### src/rtl/snd_status_pkg.sv
package snd_status_pkg;
  localparam int NUM_LEN     = 4;
  localparam int DATA_W      = 8;
  localparam int SMP_CTL_BIT = 4;
  localparam int SMP_IRQ_BIT = 7;
  localparam int FRM_IRQ_BIT = 6;
  localparam int RSV_BIT     = 5;

  typedef struct packed {
    logic               smp_on;
    logic [NUM_LEN-1:0] len_en;
  } wr_fields_t;
endpackage

### src/rtl/snd_irq_flag.sv
module snd_irq_flag (
  input  logic clk,
  input  logic rst_n,
  input  logic set_i,
  input  logic clr_i,
  output logic flag_q,
  output logic view_o
);
  logic flag_d;

  always_comb begin
    if (set_i)      flag_d = 1'b1;
    else if (clr_i) flag_d = 1'b0;
    else            flag_d = flag_q;
  end

  always_ff @(posedge clk or negedge rst_n) begin
    if (!rst_n) flag_q <= 1'b0;
    else        flag_q <= flag_d;
  end

  assign view_o = flag_q | set_i;
endmodule

### src/rtl/snd_len_ctrl.sv
module snd_len_ctrl #(
  parameter int N = 4
) (
  input  logic         clk,
  input  logic         rst_n,
  input  logic         wr_stb,
  input  logic [N-1:0] en_bits,
  output logic [N-1:0] enable_q,
  output logic [N-1:0] clear_q,
  output logic [N-1:0] hold_o
);
  logic [N-1:0] clear_d;

  for (genvar g = 0; g < N; g++) begin : g_chan
    always_comb clear_d[g] = wr_stb & ~en_bits[g];

    always_ff @(posedge clk or negedge rst_n) begin
      if (!rst_n) begin
        enable_q[g] <= 1'b0;
      end else if (wr_stb) begin
        enable_q[g] <= en_bits[g];
      end
    end

    always_ff @(posedge clk or negedge rst_n) begin
      if (!rst_n) clear_q[g] <= 1'b0;
      else        clear_q[g] <= clear_d[g];
    end

    assign hold_o[g] = ~enable_q[g];
  end
endmodule

### src/rtl/snd_smp_ctrl.sv
module snd_smp_ctrl (
  input  logic clk,
  input  logic rst_n,
  input  logic wr_stb,
  input  logic smp_bit,
  input  logic smp_active,
  output logic stop_q,
  output logic restart_q
);
  logic stop_d, restart_d;

  always_comb begin
    stop_d    = wr_stb & ~smp_bit;
    restart_d = wr_stb & smp_bit & ~smp_active;
  end

  always_ff @(posedge clk or negedge rst_n) begin
    if (!rst_n) begin
      stop_q    <= 1'b0;
      restart_q <= 1'b0;
    end else begin
      stop_q    <= stop_d;
      restart_q <= restart_d;
    end
  end
endmodule

### src/rtl/snd_rd_mux.sv
module snd_rd_mux
  import snd_status_pkg::*;
(
  input  logic               rd_stb,
  input  logic               smp_irq,
  input  logic               frm_irq,
  input  logic               smp_active,
  input  logic [NUM_LEN-1:0] len_active,
  output logic [DATA_W-1:0]  rdata
);
  always_comb begin
    rdata = '0;
    if (rd_stb) begin
      rdata[SMP_IRQ_BIT]   = smp_irq;
      rdata[FRM_IRQ_BIT]   = frm_irq;
      rdata[RSV_BIT]       = 1'b0;
      rdata[SMP_CTL_BIT]   = smp_active;
      rdata[NUM_LEN-1:0]   = len_active;
    end
  end
endmodule

### src/rtl/snd_status_reg.sv
module snd_status_reg
  import snd_status_pkg::*;
(
  input  logic               clk,
  input  logic               rst_n,
  input  logic               sel,
  input  logic               wr_en,
  input  logic               rd_en,
  input  logic [DATA_W-1:0]  wdata,
  output logic [DATA_W-1:0]  rdata,
  input  logic [NUM_LEN-1:0] len_active,
  input  logic               smp_active,
  input  logic               frame_irq_set,
  input  logic               smp_irq_set,
  output logic [NUM_LEN-1:0] len_enable,
  output logic [NUM_LEN-1:0] len_clear,
  output logic [NUM_LEN-1:0] len_hold,
  output logic               smp_stop,
  output logic               smp_restart,
  output logic               irq
);
  logic       wr_stb, rd_stb;
  logic       frm_flag_q, smp_flag_q;
  logic       frm_view, smp_view;
  wr_fields_t wf;
  logic       unused_wbits;

  assign wr_stb       = sel & wr_en;
  assign rd_stb       = sel & rd_en;
  assign wf           = wdata[SMP_CTL_BIT:0];
  assign unused_wbits = ^wdata[DATA_W-1:SMP_CTL_BIT+1];

  snd_len_ctrl #(.N(NUM_LEN)) u_len (
    .clk     (clk),
    .rst_n   (rst_n),
    .wr_stb  (wr_stb),
    .en_bits (wf.len_en),
    .enable_q(len_enable),
    .clear_q (len_clear),
    .hold_o  (len_hold)
  );

  snd_smp_ctrl u_smp (
    .clk       (clk),
    .rst_n     (rst_n),
    .wr_stb    (wr_stb),
    .smp_bit   (wf.smp_on),
    .smp_active(smp_active),
    .stop_q    (smp_stop),
    .restart_q (smp_restart)
  );

  snd_irq_flag u_frm_flag (
    .clk   (clk),
    .rst_n (rst_n),
    .set_i (frame_irq_set),
    .clr_i (rd_stb),
    .flag_q(frm_flag_q),
    .view_o(frm_view)
  );

  snd_irq_flag u_smp_flag (
    .clk   (clk),
    .rst_n (rst_n),
    .set_i (smp_irq_set),
    .clr_i (wr_stb),
    .flag_q(smp_flag_q),
    .view_o(smp_view)
  );

  snd_rd_mux u_rd (
    .rd_stb    (rd_stb),
    .smp_irq   (smp_view),
    .frm_irq   (frm_view),
    .smp_active(smp_active),
    .len_active(len_active),
    .rdata     (rdata)
  );

  assign irq = frm_flag_q | smp_flag_q;
endmodule

### config.mk
export PLATFORM = sky130hd
export DESIGN_NAME = snd_status_reg
export DESIGN_NICKNAME = d
export VERILOG_FILES = /design/src/rtl/snd_status_pkg.sv /design/src/rtl/snd_irq_flag.sv /design/src/rtl/snd_len_ctrl.sv /design/src/rtl/snd_smp_ctrl.sv /design/src/rtl/snd_rd_mux.sv /design/src/rtl/snd_status_reg.sv
export SDC_FILE = /design/constraint.sdc
export NUM_CORES = 1
export LEC_CHECK = 0
export BUFFER_PORTS_ARGS = -buffer_cell sky130_fd_sc_hd__buf_2
export CORE_MARGIN = 1
export CORE_UTILIZATION = 30
export DETAILED_ROUTE_END_ITERATION = 7
export PLACE_DENSITY_LB_ADDON = 0.25
export SLEW_MARGIN = 30
export SYNTH_ARGS = -nofsm -noshare
export SYNTH_HDL_FRONTEND = slang
export SYNTH_HIERARCHICAL = 1
export SYNTH_SLANG_ARGS = --single-unit
### constraint.sdc
create_clock -name clk -period 1.1 [get_ports clk]
set_clock_uncertainty 0.15 [all_clocks]
set_input_delay 0.22 -clock clk [delete_from_list [all_inputs] [get_ports clk]]
set_output_delay 0.22 -clock clk [all_outputs]
set_load 0.02 [all_outputs]
### After elaboration in Yosys (flattened, before gate mapping)

Index checks and enable logic that the tools add are counted.

* multiplexer cells: 5
* bitwise gates (word level): 22
* reductions and logical operators: 2

Operators with widths (number)
* NOT 1 bit: 10
* AND 1 bit: 9
* two-way mux 8 bit: 1
* two-way mux 1 bit: 4
* nonzero test 2 bit: 2
* OR 1 bit: 3

* logic and storage cells: 41
* bits of input ports: 20
* output and inout bits: 23
* register bits after elaboration: 12

### Logic depth before layout (Yosys ltp)

* depth in word-level cells: 3
* gate-level depth with buffers: 3
* depth with buffers taken out: 3

### By module

Netlist, hierarchy kept.

By module, submodules not included
* snd_len_ctrl: area an instance 311.5 um^2, seq. area each 200.2 um^2, times used 1, cells an instance 21
* snd_irq_flag: area an instance 43.8 um^2, seq. area each 25.0 um^2, times used 2, cells an instance 4
* snd_smp_ctrl: area an instance 68.8 um^2, seq. area each 50.0 um^2, times used 1, cells an instance 4
* snd_rd_mux: area an instance 55.1 um^2, seq. area each 0.0 um^2, times used 1, cells an instance 9
* snd_status_reg: area an instance 18.8 um^2, seq. area each 0.0 um^2, times used 1, cells an instance 3

### Worst setup path before layout

OpenSTA, ideal clock, no wires.

* path kind: register to output
* from: register u_smp_flag.flag_q
* to: output rdata[7]
* data required time: 0.730 ns
* data arrival time: 0.759 ns
* path slack: -0.029 ns
* cell stages (with the launch flop): 3
* path buffers: 0
* path through: dfrtp_1 or2_1 and2_1

* word-level cells in the longest chain between the ends: 2

Ends and longest elaborated chain
* start, declared: RTL line snd_irq_flag.sv:6 `output logic flag_q,`
* start signal, assigned: RTL line snd_irq_flag.sv:19 `else flag_q <= flag_d;`
* OR 1 bit: RTL line snd_irq_flag.sv:22 `assign view_o = flag_q | set_i;`
* net smp_view: RTL line snd_status_reg.sv:24 `logic frm_view, smp_view;`
* two-way mux 8 bit: RTL line snd_rd_mux.sv:13 `if (rd_stb) begin`
* end, declared: RTL line snd_status_reg.sv:10 `output logic [DATA_W-1:0] rdata,`

The timed path passes the listed nets, and every way through them passes these cells.

### Worst setup path after layout

* from: register u_frm_flag.flag_q
* to: output rdata[6]

* word-level cells in the longest chain between the ends: 2

Ends and longest elaborated chain (RTL line)
* start, declared: snd_irq_flag.sv:6
* start signal, assigned: snd_irq_flag.sv:19
* OR 1 bit: snd_irq_flag.sv:22
* net frm_view: snd_status_reg.sv:24
* two-way mux 8 bit: snd_rd_mux.sv:13

The timed path passes the listed nets, and every way through them passes these cells.

==> summary.md <==
| Metric | Value |
|---|---|
| Hold Path Class | input pin to flop |
| Final global-route overflow total | 0 |
| Nets | about 120 |
| Total wire length | roughly 1.3 mm |
| Final worst-path setup slack | -417 ps |
| Post-synthesis compound-gate area fraction | under 10% |
| Share of cells above drive strength 1 | 67.0% |
| Global-route wire length before repair | between 2 and 2.5 mm |
| Mux contribution to synthesized area | about 11% |
| Switching share of power | a little over a quarter |
| Die Footprint | around 0.0020 sq mm |
| Req. time, crit path | around 730 ps |
| RSZ-0062 raised after global routing | yes |
| YS warnings | 6 |
| Max H-tree Level | 1 |
| Period utilization | 138% |
| GRT Total Usage | 15.5% |
| Final Max Slew Viols | 0 |
| Cts bufs inserted | 3 |
| Unique masters post-synth | 12 |
| Most frequent cells in the layout | buf_6 (23), buf_2 (14), dfrtp_1 (12), and2_4 (8), dlygate4sd3_1 (7) |
| Root buffer cell | clkbuf_4 |
| Final Total Pwr | 1.27 mW |
| Area Growth Syn to Fin | 94.5% |
| IO Pins | 43 |
| DR pass1 iterations | 4 |
| FF+latch count, synth | 12 |
| Synthesized area per cell | roughly 12 sq um |
| Die Span Y | 44.5 microns |
| Final ANT Viol Nets | 0 |
| Commonest non-fill, non-tap cell in the layout | buf_6 |
| Largest fanout on the critical path | 3 |
| Simple-Gate Fraction of Synth Area | a little over a fifth |
| Comb pwr share | 33.2% |
| Synth Net Count | between 60 and 70 |
| # DRC | 0 |
| Initial Utilization | about 34% |
| Port bufs | 38 |
| 1st-iter DRT viols | 4 |
| Via count | 498 |
| Failing checks | negative setup slack |
| Final count of hold timing violations | 0 |
| Clock-pin slew on the worst setup and hold paths | ~70 ps |
| Total of max-cap violations | 0 |
| Met3 wire len | approximately 130 microns |
| Largest net degree at the start of global routing | 13 |
| Post-synthesis adder-cell area fraction | 0% |
| Core region area | 0.00159 sq mm |
| Synth area leaders | dfrtp_1 (55%), mux2_4 (11%), and2_1 (10%) |
| XOR/XNOR share of the synthesized area | 0% |
| Clock power share | between 20 and 30% |
| Largest family of logic cells by synthesized area | simple AND/OR/NAND/NOR gates |
| DR vias/cell | 4.12 |
| Worst slack, placed | -198 ps |
| Clock Path Buffers | 2 |
| Initial antenna violation count | 0 |
| CTS tree | built |
| Mapped Cells | 45 |
| Worst hold slack | ~39 ps |
| CP endpoint kind | output port |
| Vias in the first global route | roughly 480 |
| Post-synth top area cell | dfrtp_1 |
| Clk sinks | 12 |
| Sequential share of the synthesized area | 55.4% |
| CP Launch Type | flop |
| Synth top area share | around 55% |
| Met2 Routed Length | 628 microns |
| Internal | about 0.92 mW |
| Die extent in x | 44.5 microns |
| Leak | 0.550 nW |
| Max Used Layer | met4 |
| Post-layout util | about two thirds |
| Worst EP arrival | 1150 ps |
| Area of the mapped netlist | 542 sq um |
| Row count | 14 |
| Max VDD drop | slightly above 0.8 mV |
| Fillers | 130 |
| Max Freq | ~660 MHz |
| Outcome | finished with violations |
| Fin crit period | 1520 ps |
| Ant diodes | 0 |
| Met1 WL | roughly 480 microns |
| Worst-Skew Late Latency | 270 ps |
| WS Path Type | flop to output port |
| Final setup fails | 24 |
| PwrDens | 1210 mW/mm^2 |
| Sequential power share | roughly two fifths |
| Gpl congestion | ~0.63 |
| WL per Instance | between 10 and 15 microns |
| NetSw | ~0.35 mW |
[metal layers]
| metal | up-vias | GRT usage (%) |
|---|---|---|
| met5 | - | 0 |
| met1 | 221 | 13.8 |
| met3 | 4 | 8.98 |
| met4 | 0 | 7.27 |
| li1 | 237 | - |
| met2 | 36 | 27.6 |
[stage by stage]
stage	instances	setup TNS (ps)	instance area, sq um
finish	121	-2500	1050
global route	121	-3320	1050
CTS	120	-2620	1040
detailed placement	106	-1970	756
global placement	106	-1850	756
floorplan	45	0	547
[cell type report]
cell class,count,area [sq um],area share [%]
sequential,12,300,28.5
clock buffer,4,36.3,3.44
tap,24,30.0,2.85
inverter,6,22.5,2.14
multi-input combinational,25,220,20.9
timing repair buffer,50,444,42.2
[cells by family after synthesis]
family,Yosys count
compound gates,2
buf+inv,8
flops,12
mux,4
other cells,1
simple gates,18
[registers in the layout, indices dropped and copies added, names as in the netlist]
| name | flops |
|---|---|
| u_len/enable_q | 4 |
| u_len/clear_q | 4 |
| u_smp/restart_q | 1 |
| u_smp_flag/flag_q | 1 |
| u_frm_flag/flag_q | 1 |
| u_smp/stop_q | 1 |
[power groups by stage]
stage | clock network (mW) | logic, mW | registers [mW]
floorplan | 0 | 0.133 | 0.541
global placement | 0 | 0.270 | 0.504
detailed placement | 0 | 0.272 | 0.506
CTS | 0.367 | 0.411 | 0.502
global route | 0.386 | 0.450 | 0.510
finish | 0.344 | 0.423 | 0.506
[repair_timing]
item / CTS / global route
hold buffers: 7 / 0
hold endpoints to repair: 18 / 0
setup endpoints to repair: 22 / 23
pin swaps: 3 / 1
resized for setup: 52 / 2
setup buffers: 3 / 2
[synthesized netlist by cell type]
cell type / instances
dfrtp_1: 12
and2_1: 9
inv_1: 6
mux2_4: 4
nor2b_1: 4
or2_1: 3
a21o_2: 2
and2b_2: 1
and3b_2: 1
buf_4: 1
buf_6: 1
conb_1: 1
[path summary, 6_finish.rpt]
check	slack (ps)	cells after the start	start	end
min in group asynchronous	200	2	rst_n	u_len/clear_q[3]
max in group asynchronous	380	2	rst_n	u_smp_flag/flag_q
worst max-delay path	-420	3	u_frm_flag/flag_q	rdata[6]
worst min-delay path	40	2	wdata[2]	u_len/enable_q[2]
worst min register to register	380	1	u_frm_flag/flag_q	u_frm_flag/flag_q
worst max register to register	-90	3	u_len/enable_q[3]	u_len/enable_q[3]
[critical path: stages (launching register included)]
cell and delay (ps):
dfrtp_1 400, or2_1 220, and2_4 140, buf_6 120
(Power assumes the default switching activity.)
